<file path="src/rtl/i2cseq_pkg.sv">
`timescale 1ns/1ps
package i2cseq_pkg;

    localparam int STATE_W = 4;
    localparam int CMD_W   = 5;
    localparam int IRQ_W   = 4;
    localparam int NPH     = 4;
    localparam int OP_W    = 3;

    // command bit positions
    localparam int CB_START = 0;
    localparam int CB_TX    = 1;
    localparam int CB_RX    = 2;
    localparam int CB_RXL   = 3;
    localparam int CB_STOP  = 4;

    // phase slots in priority order
    localparam int PH_START = 0;
    localparam int PH_TX    = 1;
    localparam int PH_RX    = 2;
    localparam int PH_STOP  = 3;

    // interrupt bit positions
    localparam int IB_TX_ACK = 0;
    localparam int IB_TX_NAK = 1;
    localparam int IB_STOP   = 2;
    localparam int IB_ABN    = 3;

    // state field codes; bit ACT_BIT marks bus ownership
    localparam int ACT_BIT = 3;
    localparam logic [STATE_W-1:0] ST_IDLE   = 4'h0;
    localparam logic [STATE_W-1:0] ST_STOP   = 4'h4;
    localparam logic [STATE_W-1:0] ST_ACTIVE = 4'h8;
    localparam logic [STATE_W-1:0] ST_START  = 4'h9;
    localparam logic [STATE_W-1:0] ST_RSTART = 4'hA;
    localparam logic [STATE_W-1:0] ST_TXD    = 4'hB;
    localparam logic [STATE_W-1:0] ST_RXD    = 4'hC;

    typedef enum logic [OP_W-1:0] {
        OP_START_ADDR = 3'd0,
        OP_WRITE      = 3'd1,
        OP_READ       = 3'd2,
        OP_READ_NACK  = 3'd3,
        OP_STOP       = 3'd4
    } eng_op_e;

    typedef enum logic [2:0] {
        SEQ_IDLE,
        SEQ_PICK,
        SEQ_WAIT_ADDR,
        SEQ_WAIT_TX,
        SEQ_WAIT_RX,
        SEQ_WAIT_STOP
    } seq_e;

endpackage

</file>
<file path="src/rtl/i2cseq_phase_pick.sv">
`timescale 1ns/1ps
module i2cseq_phase_pick #(
    parameter int N = 4
) (
    input  logic [N-1:0] req,
    output logic [N-1:0] grant,
    output logic         any
);

    assign any = |req;

    // lowest index wins
    for (genvar i = 0; i < N; i++) begin : g_slot
        if (i == 0) begin : g_first
            assign grant[i] = req[i];
        end else begin : g_rest
            assign grant[i] = req[i] & ~(|req[i-1:0]);
        end
    end

endmodule

</file>
<file path="src/rtl/i2cseq_irq.sv">
`timescale 1ns/1ps
module i2cseq_irq #(
    parameter int W = 4
) (
    input  logic         clk,
    input  logic         rst_n,
    input  logic         clr,
    input  logic [W-1:0] set,
    output logic [W-1:0] q
);

    always_ff @(posedge clk or negedge rst_n) begin
        if (!rst_n) begin
            q <= '0;
        end else if (clr) begin
            q <= '0;
        end else begin
            q <= q | set;
        end
    end

endmodule

</file>
<file path="src/rtl/i2cseq_databuf.sv">
`timescale 1ns/1ps
module i2cseq_databuf #(
    parameter int W = 8
) (
    input  logic         clk,
    input  logic         rst_n,
    input  logic         sw_we,
    input  logic [W-1:0] sw_d,
    input  logic         rx_we,
    input  logic [W-1:0] rx_d,
    output logic [W-1:0] q
);

    always_ff @(posedge clk or negedge rst_n) begin
        if (!rst_n) begin
            q <= '0;
        end else if (rx_we) begin
            q <= rx_d;
        end else if (sw_we) begin
            q <= sw_d;
        end
    end

endmodule

</file>
<file path="src/rtl/i2c_cmd_sequencer.sv">
`timescale 1ns/1ps
module i2c_cmd_sequencer
    import i2cseq_pkg::*;
#(
    parameter int DATA_W = 8
) (
    input  logic                clk,
    input  logic                rst_n,
    input  logic                cmd_wr,
    input  logic [CMD_W-1:0]    cmd_bits,
    input  logic                buf_wr,
    input  logic [DATA_W-1:0]   buf_wdata,
    output logic [DATA_W-1:0]   buf_q,
    output logic                busy,
    output logic [CMD_W-1:0]    pend_q,
    output logic [STATE_W-1:0]  state_q,
    output logic [IRQ_W-1:0]    irq_q,
    output logic                eng_req,
    output logic [OP_W-1:0]     eng_op,
    output logic [DATA_W-1:0]   eng_wdata,
    input  logic                eng_done,
    input  logic                eng_ack,
    input  logic [DATA_W-1:0]   eng_rdata
);

    seq_e                seq_q, seq_d;
    logic [CMD_W-1:0]    pend_d;
    logic [STATE_W-1:0]  state_d;
    logic                req_d;
    eng_op_e             op_q, op_d;
    logic [IRQ_W-1:0]    irq_set;
    logic                irq_clr;
    logic                rx_we;
    logic [DATA_W-1:0]   rx_d;
    logic [NPH-1:0]      ph_req;
    logic [NPH-1:0]      ph_grant;
    logic                ph_any;

    // receive and receive-last share one phase slot
    assign ph_req[PH_START] = pend_q[CB_START];
    assign ph_req[PH_TX]    = pend_q[CB_TX];
    assign ph_req[PH_RX]    = pend_q[CB_RX] | pend_q[CB_RXL];
    assign ph_req[PH_STOP]  = pend_q[CB_STOP];

    i2cseq_phase_pick #(.N(NPH)) u_pick (
        .req   (ph_req),
        .grant (ph_grant),
        .any   (ph_any)
    );

    i2cseq_irq #(.W(IRQ_W)) u_irq (
        .clk   (clk),
        .rst_n (rst_n),
        .clr   (irq_clr),
        .set   (irq_set),
        .q     (irq_q)
    );

    i2cseq_databuf #(.W(DATA_W)) u_buf (
        .clk   (clk),
        .rst_n (rst_n),
        .sw_we (buf_wr && !busy),
        .sw_d  (buf_wdata),
        .rx_we (rx_we),
        .rx_d  (rx_d),
        .q     (buf_q)
    );

    assign busy      = (seq_q != SEQ_IDLE);
    assign eng_op    = op_q;
    assign eng_wdata = buf_q;

    // next-state and phase bookkeeping
    always_comb begin
        seq_d   = seq_q;
        pend_d  = pend_q;
        state_d = state_q;
        req_d   = 1'b0;
        op_d    = op_q;
        irq_set = '0;
        irq_clr = 1'b0;
        rx_we   = 1'b0;
        rx_d    = eng_rdata;
        unique case (seq_q)
            SEQ_IDLE: begin
                if (cmd_wr) begin
                    pend_d  = cmd_bits;
                    irq_clr = 1'b1;
                    seq_d   = SEQ_PICK;
                end
            end
            SEQ_PICK: begin
                if (!ph_any) begin
                    seq_d = SEQ_IDLE;
                end else if (ph_grant[PH_START]) begin
                    state_d = state_q[ACT_BIT] ? ST_RSTART : ST_START;
                    req_d   = 1'b1;
                    op_d    = OP_START_ADDR;
                    seq_d   = SEQ_WAIT_ADDR;
                end else if (ph_grant[PH_TX]) begin
                    state_d = ST_TXD;
                    req_d   = 1'b1;
                    op_d    = OP_WRITE;
                    seq_d   = SEQ_WAIT_TX;
                end else if (ph_grant[PH_RX]) begin
                    state_d = ST_RXD;
                    req_d   = 1'b1;
                    op_d    = pend_q[CB_RXL] ? OP_READ_NACK : OP_READ;
                    seq_d   = SEQ_WAIT_RX;
                end else if (ph_grant[PH_STOP]) begin
                    if (state_q[ACT_BIT]) begin
                        state_d = ST_STOP;
                        req_d   = 1'b1;
                        op_d    = OP_STOP;
                        seq_d   = SEQ_WAIT_STOP;
                    end else begin
                        irq_set[IB_ABN] = 1'b1;
                        pend_d[CB_STOP] = 1'b0;
                        state_d         = ST_IDLE;
                        seq_d           = SEQ_PICK;
                    end
                end
            end
            SEQ_WAIT_ADDR: begin
                if (eng_done) begin
                    pend_d[CB_START] = 1'b0;
                    if (eng_ack) begin
                        state_d = ST_ACTIVE;
                    end else begin
                        irq_set[IB_TX_NAK] = 1'b1;
                        pend_d             = '0;
                    end
                    seq_d = SEQ_PICK;
                end
            end
            SEQ_WAIT_TX: begin
                if (eng_done) begin
                    pend_d[CB_TX] = 1'b0;
                    state_d       = ST_ACTIVE;
                    if (eng_ack) begin
                        irq_set[IB_TX_ACK] = 1'b1;
                    end else begin
                        irq_set[IB_TX_NAK] = 1'b1;
                        pend_d[CB_RX]      = 1'b0;
                        pend_d[CB_RXL]     = 1'b0;
                    end
                    seq_d = SEQ_PICK;
                end
            end
            SEQ_WAIT_RX: begin
                if (eng_done) begin
                    pend_d[CB_RX]  = 1'b0;
                    pend_d[CB_RXL] = 1'b0;
                    rx_we          = 1'b1;
                    rx_d           = eng_ack ? eng_rdata : '1;
                    state_d        = ST_ACTIVE;
                    seq_d          = SEQ_PICK;
                end
            end
            SEQ_WAIT_STOP: begin
                if (eng_done) begin
                    pend_d[CB_STOP]  = 1'b0;
                    irq_set[IB_STOP] = 1'b1;
                    state_d          = ST_IDLE;
                    seq_d            = SEQ_PICK;
                end
            end
            default: begin
                seq_d = SEQ_IDLE;
            end
        endcase
    end

    // state register
    always_ff @(posedge clk or negedge rst_n) begin
        if (!rst_n) begin
            seq_q <= SEQ_IDLE;
        end else begin
            seq_q <= seq_d;
        end
    end

    // registered outputs
    always_ff @(posedge clk or negedge rst_n) begin
        if (!rst_n) begin
            pend_q  <= '0;
            state_q <= ST_IDLE;
            eng_req <= 1'b0;
            op_q    <= OP_START_ADDR;
        end else begin
            pend_q  <= pend_d;
            state_q <= state_d;
            eng_req <= req_d;
            op_q    <= op_d;
        end
    end

endmodule

</file>
<file path="config.mk">
export PLATFORM = sky130hd
export DESIGN_NAME = i2c_cmd_sequencer
export DESIGN_NICKNAME = d
export VERILOG_FILES = /design/src/rtl/i2cseq_pkg.sv /design/src/rtl/i2cseq_phase_pick.sv /design/src/rtl/i2cseq_irq.sv /design/src/rtl/i2cseq_databuf.sv /design/src/rtl/i2c_cmd_sequencer.sv
export SDC_FILE = /design/constraint.sdc
export NUM_CORES = 1
export LEC_CHECK = 0
export ABC_AREA = 1
export ABC_CLOCK_PERIOD_IN_PS = 1700
export CAP_MARGIN = 15
export CORE_MARGIN = 3
export CORE_UTILIZATION = 44
export DETAILED_ROUTE_END_ITERATION = 10
export HOLD_SLACK_MARGIN = 0.05
export PLACE_DENSITY = 0.77
export SLEW_MARGIN = 25
export SYNTH_ARGS = -nofsm -noshare
export SYNTH_HDL_FRONTEND = slang
export SYNTH_SLANG_ARGS = --single-unit
</file>
<file path="constraint.sdc">
create_clock -name clk -period 1.7 [get_ports clk]
set_clock_uncertainty 0.05 [all_clocks]
set_input_delay 0.255 -clock clk [delete_from_list [all_inputs] [get_ports clk]]
set_output_delay 0.255 -clock clk [all_outputs]
set_load 0.05 [all_outputs]
</file>
==> flow_metrics.tcl <==
set metrics [dict create \
    outcome "finished, final reports clean" \
    yosysWarnings 0 \
    grt_use_total 0.192 \
    path_max_fanout 6 \
    busiest_layer "met2" \
    endpoint_kind "output pin" \
    antenna_found_initial 0 \
    grt_max_degree 29 \
    final_cell_mix "nand2_1 (70), buf_4 (40), nor2_1 (32)" \
    drt_iter0_drc 91 \
    ios 61 \
    synth_mux_area_frac 0 \
    syn_nets 252 \
    ir_worst_vdd_uv 1110 \
    die_h_um 66.7 \
    tightest_slew_ps 357 \
    drt_wl_total_mm 4.08 \
    place_ws_ps -59.8 \
    synth_cell_types 28 \
    setup_ws_ps 94.2 \
    critPathArrivalTime_ps 1300 \
    diodes 0 \
    start_kind "register" \
    drc 0 \
    firstDrtPassIters 4 \
    drive_gt1_frac 0.227 \
    die_w_um 66.7 \
    power_w 0.00524 \
    worstSetupPathType "reg -> out" \
    clkSlewWorstSetupHoldPaths_ps 90 \
    synth_area_um2 1620 \
    powerDensity_nw_per_um2 2310 \
    final_area_um2 2270 \
    synth_top_family_by_area "simple AND/OR/NAND/NOR gates" \
    die_area_um2 4450 \
    whs_ps 295 \
    clock_latency_ps 280 \
    leakage_nw 1.16 \
    numCtsBuffers 3 \
    numClockSinks 28 \
    dpl_cell_area_um2 2180 \
    vias 1580 \
    final_common_cell "nand2_1" \
    syn_inst 225 \
    min_path_type "in -> async" \
    wl_per_cell_um 12.3 \
    grt_pass1_vias 1442 \
    ant_nets 0 \
    coreArea_um2 3440 \
    clock_path_buffers 2 \
    report.final.slew_viol_count 0 \
    area_growth_pct 40.2 \
    use_met1 0.284 \
    fin_setup_tns_ps 0 \
    worstPathRequired_ps 1390 \
    grt_remaining_overflow 0 \
    yosysSeqAreaShare 0.432 \
    grt.met2_usage 0.295 \
    initial_core_util 0.471 \
    port_buffers 60 \
    via_per_inst 4.76 \
    synth_adder_area_share 0 \
    htreeDepth 1 \
    hold_viol_final 0 \
    rsz0062_at_grt "no" \
    yosys.area_share.simple 0.339 \
    synth-seq-cells 28 \
    gp_congestion 0.971 \
    period_minus_slack_ps 1610 \
    slew_headroom 0.762 \
    rows 21 \
    ctsHoldBuffers 0 \
    final.period_utilization 0.945 \
    syn_avg_cell_area_um2 7.21 \
    synth_xor_area_frac 0 \
    grt_pass1_wl_mm 6.68 \
    nets 314 \
    maxCapViolations 0 \
    cts_root_buffer "clkbuf_8" \
    synth-compound-area-share 0.127 \
    dp_hpwl_mm 3.10 \
    gr-usage-met3 0.0371 \
    setup_viol 0 \
    fmax_ghz 0.623 \
    cts_tree "built" \
]
[sequential cells by signal, indices dropped and copies added, names as in the netlist]
register / count
seq_q: 3
state_q: 4
pend_q: 5
u_irq.q: 4
eng_op: 3
eng_req: 1
u_buf.q: 8
[layout make-up]
type	instances	area, um2
clock buffers	3	41.3
clock inverters	1	30.0
fillers	332	1170
inverters	22	85.1
multi-input cells	164	754
flip-flops and latches	28	704
well taps	46	57.6
repair buffers	68	601
[critical path, stage by stage (launching register included)]
cell	delay, ps
dfrtp_2	460
inv_2	130
nand2_4	70
nor2_2	120
inv_1	90
buf_12	150
[synthesized netlist by cell type, drive strengths merged]
library cell | n | share of area
nand2 | 75 | 0.18
nor2 | 35 | 0.092
dfrtp | 28 | 0.43
o21ai | 27 | 0.086
inv | 20 | 0.046
nand3 | 12 | 0.040
buf | 11 | 0.052
a21oi | 5 | 0.022
clkinv | 2 | 0.0046
nand4 | 2 | 0.0077
nor3 | 2 | 0.0062
a22o | 1 | 0.0054
a22oi | 1 | 0.0046
a31oi | 1 | 0.0039
nand3b | 1 | 0.0046
nor2b | 1 | 0.0039
o21bai | 1 | 0.0046
[worst paths after layout]
kind | slack [ps] | cells past startpoint | to | start
worst max-delay path | 90 | 5 | busy | seq_q[0]
worst min-delay path | 300 | 2 | u_irq.q[2] | rst_n
worst max register to register | 190 | 7 | eng_op[2] | seq_q[1]
worst min register to register | 440 | 2 | state_q[0] | state_q[0]
max in group asynchronous | 1020 | 2 | seq_q[0] | rst_n
min in group clk | 440 | 2 | state_q[0] | state_q[0]
[per-stage QoR]
step           cells  utilization
2_1_floorplan    225            -
4_1_cts          331        0.653
6_report         332        0.660
5_1_grt          332        0.660
3_5_place_dp     327        0.632
3_3_place_gp     327        0.632
[power by group]
part	internal [W]	switching (W)
combinational	0.00105	0.00244
clock	0.000315	0.000207
sequential	0.000968	0.000260
[logic make-up (layout without fill, tap and decap cells)]
kind of cell,after synthesis,in the layout
AOI/OAI and AO/OA,36,36
buffers and inverters,33,94
DFF,28,28
and+or+nand+nor,128,128
[timing repair]
action	CTS	global route
buffers inserted	0	1
endpoints found under the setup margin	0	7
endpoints found under the hold margin	0	0
gates resized for setup	0	4
[layer usage]
layer	wire (um)	share of wire
met1	1900	0.47
met2	1980	0.49
met5	0	0
met3	194	0.048
met4	0	0
Note: power is estimated with default switching activity, not from simulation.
